File: src/rtl/refsched_pkg.sv
package refsched_pkg;

  typedef enum logic [1:0] {
    REC_SHORT    = 2'd0,
    REC_MID      = 2'd1,
    REC_LONG     = 2'd2,
    REC_LONG_ALT = 2'd3
  } rec_sel_e;

  // Recovery gap length in clocks after each granted refresh
  function automatic logic [3:0] rec_cycles(input logic [1:0] sel);
    case (rec_sel_e'(sel))
      REC_SHORT: rec_cycles = 4'd3;
      REC_MID:   rec_cycles = 4'd6;
      default:   rec_cycles = 4'd9;
    endcase
  endfunction

endpackage

File: src/rtl/tick_period_ctr.sv
module tick_period_ctr #(
  parameter int CNT_W = 12
) (
  input  logic             clk,
  input  logic             rst_n,
  input  logic             clr,
  input  logic             step,
  input  logic [CNT_W-1:0] lim,
  output logic             hit
);
  logic [CNT_W-1:0] cnt_q;

  assign hit = step && !clr && (cnt_q == lim);

  always_ff @(posedge clk or negedge rst_n) begin
    if (!rst_n)              cnt_q <= '0;
    else if (clr)            cnt_q <= '0;
    else if (step) begin
      if (cnt_q >= lim)      cnt_q <= '0;
      else                   cnt_q <= cnt_q + 1'b1;
    end
  end

  // a wrap pulse never lasts more than one cycle
  assert_tick_isolated_R1: assert property (@(posedge clk) disable iff (!rst_n)
    hit |=> !hit);

endmodule

File: src/rtl/refresh_pending.sv
module refresh_pending
  import refsched_pkg::*;
#(
  parameter int FIELD_W = 8,
  parameter int BURST_W = 3
) (
  input  logic               clk,
  input  logic               rst_n,
  input  logic               en,
  input  logic               rtick,
  input  logic               cmd_busy,
  input  logic               refresh_ack,
  input  logic [FIELD_W-1:0] cfg_urgent_thr,
  input  logic [BURST_W-1:0] cfg_burst_len,
  input  logic [1:0]         cfg_rec_sel,
  output logic               refresh_req,
  output logic               refresh_urgent
);
  localparam int PEND_W = FIELD_W + 1;
  localparam logic [PEND_W-1:0] PEND_MAX = '1;

  logic [PEND_W-1:0]  pend_q, pend_d, thr;
  logic [BURST_W:0]   bcnt_q, bcnt_d, blen;
  logic               in_burst_q, in_burst_d;
  logic [3:0]         rec_q, rec_d;
  logic               take;

  assign thr  = (cfg_urgent_thr == '0) ? {1'b1, {FIELD_W{1'b0}}} : {1'b0, cfg_urgent_thr};
  assign blen = (cfg_burst_len == '0)  ? {1'b1, {BURST_W{1'b0}}} : {1'b0, cfg_burst_len};

  assign refresh_urgent = en && (pend_q >= thr);
  assign refresh_req    = en && (pend_q != '0) && (rec_q == '0) &&
                          (in_burst_q || !cmd_busy || refresh_urgent);
  assign take           = refresh_req && refresh_ack;

  always_comb begin
    pend_d = pend_q;
    if (rtick && !take)      pend_d = (pend_q == PEND_MAX) ? pend_q : pend_q + 1'b1;
    else if (!rtick && take) pend_d = pend_q - 1'b1;

    if (take)                rec_d = rec_cycles(cfg_rec_sel);
    else if (rec_q != '0)    rec_d = rec_q - 1'b1;
    else                     rec_d = rec_q;

    in_burst_d = in_burst_q;
    bcnt_d     = bcnt_q;
    if (take) begin
      if ((pend_d == '0) || (bcnt_q + 1'b1 == blen)) begin
        in_burst_d = 1'b0;
        bcnt_d     = '0;
      end else begin
        in_burst_d = 1'b1;
        bcnt_d     = bcnt_q + 1'b1;
      end
    end
  end

  always_ff @(posedge clk or negedge rst_n) begin
    if (!rst_n) begin
      pend_q <= '0; rec_q <= '0; in_burst_q <= 1'b0; bcnt_q <= '0;
    end else if (!en) begin
      pend_q <= '0; rec_q <= '0; in_burst_q <= 1'b0; bcnt_q <= '0;
    end else begin
      pend_q <= pend_d; rec_q <= rec_d; in_burst_q <= in_burst_d; bcnt_q <= bcnt_d;
    end
  end

  // a full owed count stays full until a grant is taken
  assert_no_wrap_R5: assert property (@(posedge clk) disable iff (!rst_n)
    (en && pend_q == PEND_MAX && !take) |=> (pend_q == PEND_MAX));
  // the cycle after a grant never carries a request
  assert_recovery_gap_R8: assert property (@(posedge clk) disable iff (!rst_n)
    take |=> !refresh_req);
  // disabling clears the owed count and the gap timer
  assert_disable_clears_R10: assert property (@(posedge clk) disable iff (!rst_n)
    !en |=> (pend_q == '0 && rec_q == '0 && !in_burst_q));

endmodule

File: src/rtl/idle_watch.sv
module idle_watch #(
  parameter int FIELD_W = 8
) (
  input  logic               clk,
  input  logic               rst_n,
  input  logic               en,
  input  logic               tick,
  input  logic               cmd_busy,
  input  logic [FIELD_W-1:0] cfg_idle_tmo,
  output logic               idle
);
  localparam int IC_W = FIELD_W + 1;

  logic [IC_W-1:0] quiet_q, tmo;

  assign tmo  = (cfg_idle_tmo == '0) ? {1'b1, {FIELD_W{1'b0}}} : {1'b0, cfg_idle_tmo};
  assign idle = en && (quiet_q >= tmo);

  always_ff @(posedge clk or negedge rst_n) begin
    if (!rst_n)                      quiet_q <= '0;
    else if (!en || cmd_busy)        quiet_q <= '0;
    else if (tick && quiet_q != '1)  quiet_q <= quiet_q + 1'b1;
  end

  // any access drops the idle flag at the next edge
  assert_busy_clears_idle_R9: assert property (@(posedge clk) disable iff (!rst_n)
    cmd_busy |=> !idle);

endmodule

File: src/rtl/sdram_refresh_sched.sv
module sdram_refresh_sched
  import refsched_pkg::*;
#(
  parameter int FIELD_W = 8,
  parameter int BURST_W = 3
) (
  input  logic               clk,
  input  logic               rst_n,
  input  logic               enable,
  input  logic [FIELD_W-1:0] cfg_prescale,
  input  logic [FIELD_W-1:0] cfg_ref_period,
  input  logic [FIELD_W-1:0] cfg_urgent_thr,
  input  logic [FIELD_W-1:0] cfg_idle_tmo,
  input  logic [BURST_W-1:0] cfg_burst_len,
  input  logic [1:0]         cfg_rec_sel,
  input  logic               cmd_busy,
  input  logic               refresh_ack,
  output logic               refresh_req,
  output logic               refresh_urgent,
  output logic               idle
);
  localparam int PS_W = FIELD_W + 4;

  logic [PS_W-1:0]    pre_lim;
  logic [FIELD_W-1:0] ref_lim;
  logic               slow_tick, ref_tick;

  // N*16-1 written as (N-1)*16+15; a zero field selects the largest period
  assign pre_lim = {((cfg_prescale == '0) ? {FIELD_W{1'b1}} : cfg_prescale - 1'b1), 4'hF};
  assign ref_lim = (cfg_ref_period == '0) ? {FIELD_W{1'b1}} : cfg_ref_period - 1'b1;

  tick_period_ctr #(.CNT_W(PS_W)) u_prescale (
    .clk(clk), .rst_n(rst_n), .clr(!enable), .step(1'b1),
    .lim(pre_lim), .hit(slow_tick)
  );

  tick_period_ctr #(.CNT_W(FIELD_W)) u_period (
    .clk(clk), .rst_n(rst_n), .clr(!enable), .step(slow_tick),
    .lim(ref_lim), .hit(ref_tick)
  );

  refresh_pending #(.FIELD_W(FIELD_W), .BURST_W(BURST_W)) u_pending (
    .clk(clk), .rst_n(rst_n), .en(enable), .rtick(ref_tick),
    .cmd_busy(cmd_busy), .refresh_ack(refresh_ack),
    .cfg_urgent_thr(cfg_urgent_thr), .cfg_burst_len(cfg_burst_len),
    .cfg_rec_sel(cfg_rec_sel),
    .refresh_req(refresh_req), .refresh_urgent(refresh_urgent)
  );

  idle_watch #(.FIELD_W(FIELD_W)) u_idle (
    .clk(clk), .rst_n(rst_n), .en(enable), .tick(slow_tick),
    .cmd_busy(cmd_busy), .cfg_idle_tmo(cfg_idle_tmo), .idle(idle)
  );

  // nothing is requested while reset is held
  always_comb begin
    if (!rst_n) assert_reset_quiet_R11: assert (!refresh_req && !refresh_urgent && !idle);
  end

endmodule

File: config.mk
export PLATFORM = sky130hd
export DESIGN_NAME = sdram_refresh_sched
export DESIGN_NICKNAME = d
export VERILOG_FILES = /design/src/rtl/refsched_pkg.sv /design/src/rtl/tick_period_ctr.sv /design/src/rtl/refresh_pending.sv /design/src/rtl/idle_watch.sv /design/src/rtl/sdram_refresh_sched.sv
export SDC_FILE = /design/constraint.sdc
export NUM_CORES = 1
export LEC_CHECK = 0
export CAP_MARGIN = 20
export CELL_PAD_IN_SITES_DETAIL_PLACEMENT = 2
export CELL_PAD_IN_SITES_GLOBAL_PLACEMENT = 2
export CORE_MARGIN = 2
export CORE_UTILIZATION = 37
export DETAILED_ROUTE_END_ITERATION = 7
export HOLD_SLACK_MARGIN = 0.1
export PLACE_DENSITY_LB_ADDON = 0.25
export SYNTH_ARGS = -nofsm -noshare
export SYNTH_HDL_FRONTEND = slang
export SYNTH_SLANG_ARGS = --single-unit
File: constraint.sdc
create_clock -name clk -period 9.4 [get_ports clk]
set_input_delay 1.88 -clock clk [delete_from_list [all_inputs] [get_ports clk]]
set_output_delay 1.88 -clock clk [all_outputs]
set_load 0.01 [all_outputs]
==> results.cfg <==
[clocking]
cts_buffers = 5
cts.htree.levels = 2
cts_tree = yes
clk_pin_slew_ns = 0.08
ctsLongestPathBuffers = 2
postCtsHoldBufs = 0
ctsResizeCount = 0
clock-sinks = 47
post-cts-setup-buffer-count = 0
clk-insertion-delay-late_ns = 0.31
clockRootBuffer = clkbuf_8

[timing]
tns_ns = 0
tightestPinTransition_ns = 0.947
finalCritPeriodShare_pct = 72.3
max-slew-margin-rel_pct = 36.6
final_hold_viol_count = 0
fmax_mhz = 147
hold_ws_ns = 0.478
fin_skew_ns = 0.00834
setup_viol = 0
finalCriticalPeriod_ns = 6.80
grt_setup_unrepaired = no
slew_violations = 0

[floorplanning]
fp.coreArea_mm2 = 0.00982
ios = 45
die_w_um = 105
start_util_pct = 38.3
dieArea_mm2 = 0.0110
rows = 36
die_h_um = 105

[synth]
yosysTopAreaCellShare_pct = 31.3
synth_edf_count = 0
synth-async-reset-ratio_pct = 100
avgSynthCellArea_um2 = 8.63
synth_area_leaders = dfrtp_1 (31%), ha_1 (15%), nor2_1 (4.3%)
ys_ff_latch = 47
ys.flop_type = dfrtp_1
synth.top_cells.by_count = dfrtp_1 (47), ha_1 (45), nor2_1 (43), inv_1 (35), nand2_1 (30)
yosysMostFrequentCell = dfrtp_1
ys_warn_count = 0
syn_inst = 436
ys_seq_area_share_pct = 31.3
synth_cell_types = 57
mappedNetlistArea_mm2 = 0.00376
netlist.top_cell.by_area = dfrtp_1
syn_nets = 523

[power]
p_leak_nw = 2.03
worst_ir_drop_vdd_mv = 0.0853
p_per_area_mw_per_mm2 = 118

[run_status]
status = finished, final reports clean

[global_route]
grt_pass1_vias = 3793
grt_pass1_wl_um = 18600
overflow = 0
grt_use_total_pct = 20.6
grt_max_degree = 48
antenna_found_initial = 0

[finish]
n_antenna_cell = 0
fill_cells = 1135
layout-drive-gt1-share_pct = 3.96
multi_input_area_mm2 = 0.00241
final_util_pct = 45.2
nets = 567
area_growth_syn_to_layout_pct = 18.0
seq_area_mm2 = 0.00118
final_cell_area_mm2 = 0.00444

[routing]
ant_nets = 0
avgRoutedWirePerCell_um = 17.6
num_vias = 3406
vias_per_cell = 5.56
first_pass_iters = 6
drcViolationCount = 0
wl_um = 10800
drt_iter0_drc = 100

[critical_path]
critPathSlowestCell = nor4_4
path_cells = clkdlybuf4s50_1 -> inv_1 -> ha_1 -> nand2_1 -> or3_1 -> or3_1 -> and3_1 -> ha_1 -> nand4_1 -> or3b_4 -> nor4_4 -> o21ai_1 -> a21oi_1 -> a32oi_1 -> xnor2_1 -> or4_4 -> o21ai_0 -> o211ai_1
worst_ep_arrival_time_ns = 6.98
crit_type = input port to register
end_kind = register
crit_fanout = 11
cp.required_ns = 9.58
slowest_delay_ns = 0.65
cp_top_family = simple AND/OR/NAND/NOR gates
critPathBufInv = 2
critPathLaunchType = input port

[flow_run]
maxCapViolations = 0

[placed_design]
postPlaceCellArea_mm2 = 0.00433
hpwl_um = 8430
numPortBuffers = 44
gp_congestion = 0.857

[worst_hold_path]
min_path_type = register to register
==> kinds of logic after synthesis <==
| kind of cell | share of synthesized area (%) |
|---|---|
| buffers and inverters | 4.79 |
| muxes | 0.798 |
| and+or+nand+nor | 24.9 |
| DFF | 31.3 |
| adders and majority gates | 15.0 |
| xor gates and xnor gates | 7.21 |
| AOI/OAI and AO/OA | 16.1 |
==> metrics by stage <==
| stage | cells | power, mW | worst slack (ns) |
|---|---|---|---|
| floorplan | 436 | 0.323 | 3.81 |
| global placement | 605 | 0.370 | 2.63 |
| detailed placement | 605 | 0.379 | 2.33 |
| CTS | 612 | 0.533 | 2.63 |
| global route | 613 | 0.561 | 2.21 |
| finish | 613 | 0.525 | 2.60 |
==> worst paths after layout <==
| check | start | end | slack (ns) | depth (start not counted) |
|---|---|---|---|---|
| max in group asynchronous | rst_n | u_pending.pend_q[3] | 7.30 | 2 |
| worst max register to register | u_prescale.cnt_q[10] | u_pending.bcnt_q[2] | 5.44 | 11 |
| worst min-delay path | u_prescale.cnt_q[0] | u_prescale.cnt_q[0] | 0.48 | 1 |
| worst min register to register | u_prescale.cnt_q[0] | u_prescale.cnt_q[0] | 0.48 | 1 |
| min in group asynchronous | rst_n | u_pending.pend_q[6] | 1.66 | 2 |
| worst max-delay path | cfg_prescale[0] | u_pending.bcnt_q[2] | 2.60 | 18 |
==> metal layers <==
layer  global-route usage [%]  routed length, um
met2                     38.2               5610
met1                     25.2               4770
met3                     2.93                254
met5                        0                  0
met4                     4.48                148
==> area by class of cell <==
type | instances | area share, %
Inverter | 35 | 2.96
Timing Repair Buffer | 47 | 10.3
Clock buffer | 6 | 1.63
Sequential cell | 47 | 26.5
Multi-Input combinational cell | 344 | 54.2
Clock inverter | 1 | 0.676
Tap cell | 133 | 3.75
==> sequential cells by signal, summed over array words and instances, names as in the netlist <==
signal	cells
u_prescale.cnt_q	12
u_pending.bcnt_q	4
u_pending.in_burst_q	1
u_idle.quiet_q	9
u_period.cnt_q	8
u_pending.pend_q	9
u_pending.rec_q	4
==> placed cells by master, fill, tap and decap left out, types with 3 or more instances in the layout <==
cell type	count
nand2b_1	8
xor2_1	17
inv_1	35
nor2_1	43
nor3_1	4
clkbuf_8	5
o21ai_0	23
a21o_1	9
ha_1	45
nor3b_1	4
and2_1	11
xnor2_1	14
mux2i_1	3
nor4_1	8
clkdlybuf4s50_1	43
a211oi_1	3
nand4_1	7
nor2b_1	4
or3_1	8
nand2_1	30
a21oi_1	22
a32o_1	4
nand3_1	22
dfrtp_1	47
o22ai_1	7
o31ai_1	4
and3_1	11
==> report_power, final <==
| part | switching, mW | internal (mW) |
|---|---|---|
| clock network | 0.0719 | 0.0781 |
| registers | 0.0139 | 0.214 |
| logic | 0.0803 | 0.0671 |
| total | 0.166 | 0.359 |
==> worst reg2reg max path, cell delays in order, from the launching register on <==
cell	delay, ns
dfrtp_1	0.42
ha_1	0.33
nand4_1	0.16
or3b_4	0.45
nor4_4	0.65
o21ai_1	0.26
a21oi_1	0.45
a32oi_1	0.20
xnor2_1	0.17
or4_4	0.45
o21ai_0	0.17
o211ai_1	0.12
No activity file was read; power rests on OpenSTA's default activity.
